**src/rtl/pam_pkg.sv**
```systemverilog
package pam_pkg;
    localparam int CW_W = 32;
    localparam logic [CW_W-1:0] IDLE_CW = 32'h7A89C197;

    typedef enum logic [1:0] {
        KIND_NONE = 2'd0,
        KIND_TONE = 2'd1,
        KIND_NUM  = 2'd2,
        KIND_CHAR = 2'd3
    } call_kind_e;

    typedef enum logic {
        TRK_HUNT   = 1'b0,
        TRK_FRAMES = 1'b1
    } trk_state_e;

    function automatic call_kind_e kind_of(input logic [1:0] sub);
        call_kind_e k;
        unique case (sub)
            2'b00:   k = KIND_NUM;
            2'b11:   k = KIND_CHAR;
            default: k = KIND_TONE;
        endcase
        return k;
    endfunction
endpackage

```
**src/rtl/pam_pos_track.sv**
```systemverilog
module pam_pos_track
    import pam_pkg::*;
#(
    parameter int FRAMES       = 8,
    parameter int CW_PER_FRAME = 2,
    parameter int FRAME_W      = $clog2(FRAMES)
) (
    input  logic               clk,
    input  logic               rst_n,
    input  logic               sync_found,
    input  logic               cw_valid,
    output logic               in_batch,
    output logic [FRAME_W-1:0] frame_idx
);
    localparam int POS_N = FRAMES * CW_PER_FRAME;
    localparam int POS_W = $clog2(POS_N);

    trk_state_e       st_q, st_d;
    logic [POS_W-1:0] pos_q, pos_d;

    // State register
    always_ff @(posedge clk) begin
        if (!rst_n) begin
            st_q  <= TRK_HUNT;
            pos_q <= '0;
        end else begin
            st_q  <= st_d;
            pos_q <= pos_d;
        end
    end

    // Next state: sync-enter, advance, batch-end
    always_comb begin
        st_d  = st_q;
        pos_d = pos_q;
        if (sync_found) begin
            st_d  = TRK_FRAMES;
            pos_d = '0;
        end else begin
            unique case (st_q)
                TRK_HUNT: begin
                    pos_d = '0;
                end
                TRK_FRAMES: begin
                    if (cw_valid) begin
                        if (pos_q == POS_W'(POS_N - 1)) begin
                            st_d  = TRK_HUNT;
                            pos_d = '0;
                        end else begin
                            pos_d = pos_q + 1'b1;
                        end
                    end
                end
            endcase
        end
    end

    // Outputs
    always_comb begin
        in_batch  = (st_q == TRK_FRAMES);
        frame_idx = FRAME_W'(pos_q / POS_W'(CW_PER_FRAME));
    end
endmodule

```
**src/rtl/pam_slot_cmp.sv**
```systemverilog
module pam_slot_cmp #(
    parameter int N_SLOTS = 8,
    parameter int ADDR_W  = 18,
    parameter int FRAME_W = 3
) (
    input  logic [ADDR_W-1:0]          cw_addr,
    input  logic [FRAME_W-1:0]         frame_idx,
    input  logic [N_SLOTS*ADDR_W-1:0]  slot_addr,
    input  logic [N_SLOTS*FRAME_W-1:0] slot_frame,
    input  logic [N_SLOTS-1:0]         slot_en,
    output logic [N_SLOTS-1:0]         hit
);
    for (genvar i = 0; i < N_SLOTS; i++) begin : g_slot
        assign hit[i] = slot_en[i]
                     && (slot_frame[i*FRAME_W +: FRAME_W] == frame_idx)
                     && (slot_addr[i*ADDR_W +: ADDR_W] == cw_addr);
    end
endmodule

```
**src/rtl/pam_prio_enc.sv**
```systemverilog
module pam_prio_enc #(
    parameter int N     = 8,
    parameter int IDX_W = $clog2(N)
) (
    input  logic [N-1:0]     req,
    output logic             found,
    output logic [IDX_W-1:0] idx
);
    always_comb begin
        found = |req;
        idx   = '0;
        for (int i = N - 1; i >= 0; i--) begin
            if (req[i]) idx = IDX_W'(i);
        end
    end
endmodule

```
**src/rtl/paging_addr_match.sv**
```systemverilog
module paging_addr_match
    import pam_pkg::*;
#(
    parameter int N_SLOTS      = 8,
    parameter int ADDR_W       = 18,
    parameter int FRAMES       = 8,
    parameter int CW_PER_FRAME = 2,
    parameter int SUB_W        = 2
) (
    input  logic                                    clk,
    input  logic                                    rst_n,
    input  logic                                    sync_found,
    input  logic                                    cw_valid,
    input  logic                                    cw_bad,
    input  logic [CW_W-1:0]                         cw_data,
    input  logic [N_SLOTS*ADDR_W-1:0]               slot_addr,
    input  logic [N_SLOTS*$clog2(FRAMES)-1:0]       slot_frame,
    input  logic [N_SLOTS-1:0]                      slot_en,
    output logic                                    hit_pulse,
    output logic [$clog2(N_SLOTS)-1:0]              hit_slot,
    output logic [SUB_W-1:0]                        hit_sub,
    output logic [1:0]                              hit_kind
);
    localparam int FRAME_W  = $clog2(FRAMES);
    localparam int SLOT_W   = $clog2(N_SLOTS);
    localparam int ADDR_MSB = CW_W - 2;
    localparam int SUB_MSB  = ADDR_MSB - ADDR_W;

    logic               in_batch;
    logic [FRAME_W-1:0] frame_idx;
    logic [N_SLOTS-1:0] slot_hit;
    logic               any_hit;
    logic [SLOT_W-1:0]  win_idx;
    logic               qualify;
    logic [SUB_W-1:0]   rx_sub;

    pam_pos_track #(
        .FRAMES       (FRAMES),
        .CW_PER_FRAME (CW_PER_FRAME),
        .FRAME_W      (FRAME_W)
    ) u_track (
        .clk        (clk),
        .rst_n      (rst_n),
        .sync_found (sync_found),
        .cw_valid   (cw_valid),
        .in_batch   (in_batch),
        .frame_idx  (frame_idx)
    );

    pam_slot_cmp #(
        .N_SLOTS (N_SLOTS),
        .ADDR_W  (ADDR_W),
        .FRAME_W (FRAME_W)
    ) u_cmp (
        .cw_addr    (cw_data[ADDR_MSB -: ADDR_W]),
        .frame_idx  (frame_idx),
        .slot_addr  (slot_addr),
        .slot_frame (slot_frame),
        .slot_en    (slot_en),
        .hit        (slot_hit)
    );

    pam_prio_enc #(
        .N     (N_SLOTS),
        .IDX_W (SLOT_W)
    ) u_prio (
        .req   (slot_hit),
        .found (any_hit),
        .idx   (win_idx)
    );

    assign rx_sub  = cw_data[SUB_MSB -: SUB_W];
    assign qualify = cw_valid && !sync_found && in_batch && !cw_bad
                  && !cw_data[CW_W-1] && (cw_data != IDLE_CW);

    always_ff @(posedge clk) begin
        if (!rst_n) begin
            hit_pulse <= 1'b0;
            hit_slot  <= '0;
            hit_sub   <= '0;
            hit_kind  <= KIND_NONE;
        end else if (qualify && any_hit) begin
            hit_pulse <= 1'b1;
            hit_slot  <= win_idx;
            hit_sub   <= rx_sub;
            hit_kind  <= kind_of(rx_sub[1:0]);
        end else begin
            hit_pulse <= 1'b0;
            hit_slot  <= '0;
            hit_sub   <= '0;
            hit_kind  <= KIND_NONE;
        end
    end
endmodule

```
**config.mk**
```make
export PLATFORM = sky130hd
export DESIGN_NAME = paging_addr_match
export DESIGN_NICKNAME = d
export VERILOG_FILES = /design/src/rtl/pam_pkg.sv /design/src/rtl/pam_pos_track.sv /design/src/rtl/pam_slot_cmp.sv /design/src/rtl/pam_prio_enc.sv /design/src/rtl/paging_addr_match.sv
export SDC_FILE = /design/constraint.sdc
export NUM_CORES = 1
export LEC_CHECK = 0
export BUFFER_PORTS_ARGS = -buffer_cell sky130_fd_sc_hd__buf_2
export CAP_MARGIN = 20
export CORE_AREA = 2 2 85 87
export CTS_BUF_LIST = sky130_fd_sc_hd__clkbuf_4 sky130_fd_sc_hd__clkbuf_8
export DETAILED_ROUTE_END_ITERATION = 7
export DIE_AREA = 0 0 87 89
export GPL_ROUTABILITY_DRIVEN = 1
export PLACE_DENSITY = 0.82
export SYNTH_ARGS = -nofsm -noshare
export SYNTH_HDL_FRONTEND = slang
export SYNTH_SLANG_ARGS = --single-unit
```
**constraint.sdc**
```tcl
create_clock -name clk -period 3.6 [get_ports clk]
set_clock_uncertainty 0.1 [all_clocks]
set_input_delay 0.36 -clock clk [delete_from_list [all_inputs] [get_ports clk]]
set_output_delay 0.36 -clock clk [all_outputs]
set_load 0.02 [all_outputs]
```
==> key figures <==
Setup path
  – Critical path endpoint category: flop
  – Worst r2r path cells: 7
  – Most common cell on crit path: nand4_1
  – Largest fanout on the critical path: 12
  – Setup CP Type: reg -> reg
  – Largest stage delay, worst path: 0.76 ns
  – Crit path DAT: 2.56 ns
  – Slowest cell on crit path: dfxtp_1
  – Worst Setup Start Kind: flop
  – Data required time at the worst endpoint: 3.68 ns
  – CP cell instances: xnor2_1, nand4_1, nor4_1, nand4_1, nand3_2, o21bai_4, nor2_2

Clocking
  – CTS tree: done
  – TritonCTS Sinks: 13
  – CTS root buf: clkbuf_8
  – Clk Latency, worst-skew pair: approximately 0.24 ns
  – CTS HTree Levels: 1
  – CTS buffer count: 3
  – Post-CTS Resized: 0
  – Clk slew on worst S/H paths: 0.06 ns
  – Hold buffer count at cts: 0
  – Setup Buffers After CTS: 0
  – CTS max path bufs: 2

Yosys
  – Gate Count Post-Synth: 319
  – Post-Syn Nets: 534
  – Top FF cell, synth: dfxtp_1
  – Syn_area_per_cell: between 8 and 9 µm²
  – Yosys top cell by area: xnor2_1
  – Synth warn: 0
  – Synth top area share: 0.331
  – Post-Synthesis Cell Area: 2730 µm²
  – Seq cells post-synth: 13
  – Sequential fraction of the synthesis area: 0.0954
  – Yosys cell types: 40
  – Main area contributors after synthesis: xnor2_1, xor2_1, dfxtp_1
  – Post-synth EDFFs: 0
  – Asr flop ratio synth: 0

Timing
  – Tcrit/Tclk final: 0.691
  – Final Hold Viols: 0
  – WHS: 0.249 ns
  – Rel. slew slack: 0.544
  – Max Slew Vio Count: 0
  – RSZ-0062 raised after global routing: no
  – Final setup vio count: 0
  – Fmax: ~400 MHz
  – Worst-margin pin slew: 0.684 ns
  – Setup tns final: 0 ns
  – Period minus WS final: 2.49 ns

Die
  – Die Wd: roughly 87 µm
  – Cell Rows: 30
  – Initial core utilization: 0.406
  – Die Y: between 80 and 90 µm
  – # IOs: 221
  – Core Region: ~6700 µm²
  – Die ar.: about 7700 µm²

Detailed routing
  – Vias per cell: 5.26
  – DRT iter0 DRCs: 128
  – Routed Antenna Nets: 0
  – DRC Markers: 0
  – Vias after detailed routing: 3,167
  – Wire per inst: around 18 µm
  – Routed WL: 11.1 mm
  – First-pass iteration count of the detailed router: 4

Cells and area
  – Commonest non-fill, non-tap cell in the layout: buf_2
  – Register Area: 260 µm²
  – Final net count: 738
  – Area occupied by multi-input gates: 2260 µm²
  – Commonest cells after routing, fill and taps aside: buf_2, xnor2_1, xor2_1
  – # diodes: 0
  – Layout cell share with drive strength beyond 1: 0.460
  – Layout area overhead: 38.6%
  – # fillers: 628

Outcome
  – Outcome: complete, no violations

GRT
  – GRT overflow: 0
  – Total GRT Usage: 0.276
  – Pin count of the biggest net entering global routing: 13
  – Vias in the first global route: 3,166
  – Antenna violations before repair: 0
  – First-pass GRT wire length: 15.9 mm

Flow run
  – Max-Cap Viols: 0

Power and ir drop
  – Pleak: 1.70 nW
  – Power Dens Cells: 172 nW/µm²
  – VDD IR max: between 0.09 and 0.1 mV

Hold path
  – Hold-critical path depth: 2
  – HP Class: in -> reg

Placed design
  – I/O Buffers: 220
  – Final RePlAce weighted congestion: 0.877
  – Final HPWL DP: 9.33 mm
worst max-delay path: cells and delay by family, from the launching register on:
family	cells	cell delay, ns
flops	1	0.76
simple gates	5	1.26
xor+xnor	1	0.19
compound gates	1	0.10
worst paths after layout:
| path | from | end | slack [ns] |
|---|---|---|---|
| worst max-delay path | u_track.pos_q[2]$_SDFFE_PP0P_ | hit_kind[0]$_SDFF_PP0_ | 1.11 |
| worst min-delay path | rst_n | u_track.in_batch$_SDFF_PN0_ | 0.25 |
| worst max register to register | u_track.pos_q[2]$_SDFFE_PP0P_ | hit_kind[0]$_SDFF_PP0_ | 1.11 |
| worst min register to register | u_track.in_batch$_SDFF_PN0_ | u_track.in_batch$_SDFF_PN0_ | 0.41 |
Yosys cell counts (all sizes together) (2+ instances only):
master  count
nor4       22
inv         3
buf        21
nand4b      2
a22oi       2
a21oi       5
ha          2
dfxtp      13
nand2       9
xor2       65
nor2        9
xnor2     104
nor4bb      3
and3        4
nor4b       3
nand3       5
nand4      30
o21ai       4
nor2b       2
per-stage QoR:
| stage | instances | util | worst slack, ns | cell area (µm²) | power, mW |
|---|---|---|---|---|---|
| after floorplan | 319 | - | 1.87 | 2730 | 0.354 |
| after global placement | 598 | 0.555 | 1.35 | 3730 | 0.510 |
| after detailed placement | 598 | 0.555 | 1.10 | 3730 | 0.513 |
| after CTS | 602 | 0.563 | 1.09 | 3780 | 0.652 |
| after global routing | 602 | 0.563 | 0.931 | 3780 | 0.684 |
| final | 602 | 0.563 | 1.11 | 3780 | 0.649 |
where the power goes:
group,switching [mW],internal (mW),total [mW]
clock network,0.0520,0.0857,0.138
registers,0.000758,0.145,0.146
logic,0.173,0.192,0.365
total,0.226,0.423,0.649
layer usage:
layer	vias up	track usage	routed length, µm
met3	18	0.0369	953
met1	1463	0.325	4270
li1	1500	-	-
met2	186	0.525	5640
met5	-	0	0
met4	0	0.0710	219
cell type report:
class	instances	area share
clock buffer	4	0.0129
inverter	3	0.00298
multi-input combinational	282	0.598
sequential	13	0.0688
tap	80	0.0265
timing repair buffer	220	0.291
sequential cells by signal, summed over array words and instances, names as in the netlist:
name              cells
u_track.in_batch      1
hit_kind              2
hit_pulse             1
hit_sub               2
u_track.pos_q         4
hit_slot              3
cells by family after synthesis:
group / after synthesis / synth area share
fa+ha+maj: 2 / 0.00917
buf+inv: 24 / 0.0766
mux: 2 / 0.00779
flops: 13 / 0.0954
simple gates: 94 / 0.220
xor+xnor: 169 / 0.545
compound gates: 15 / 0.0463
Note: power is estimated with default switching activity, not from simulation.
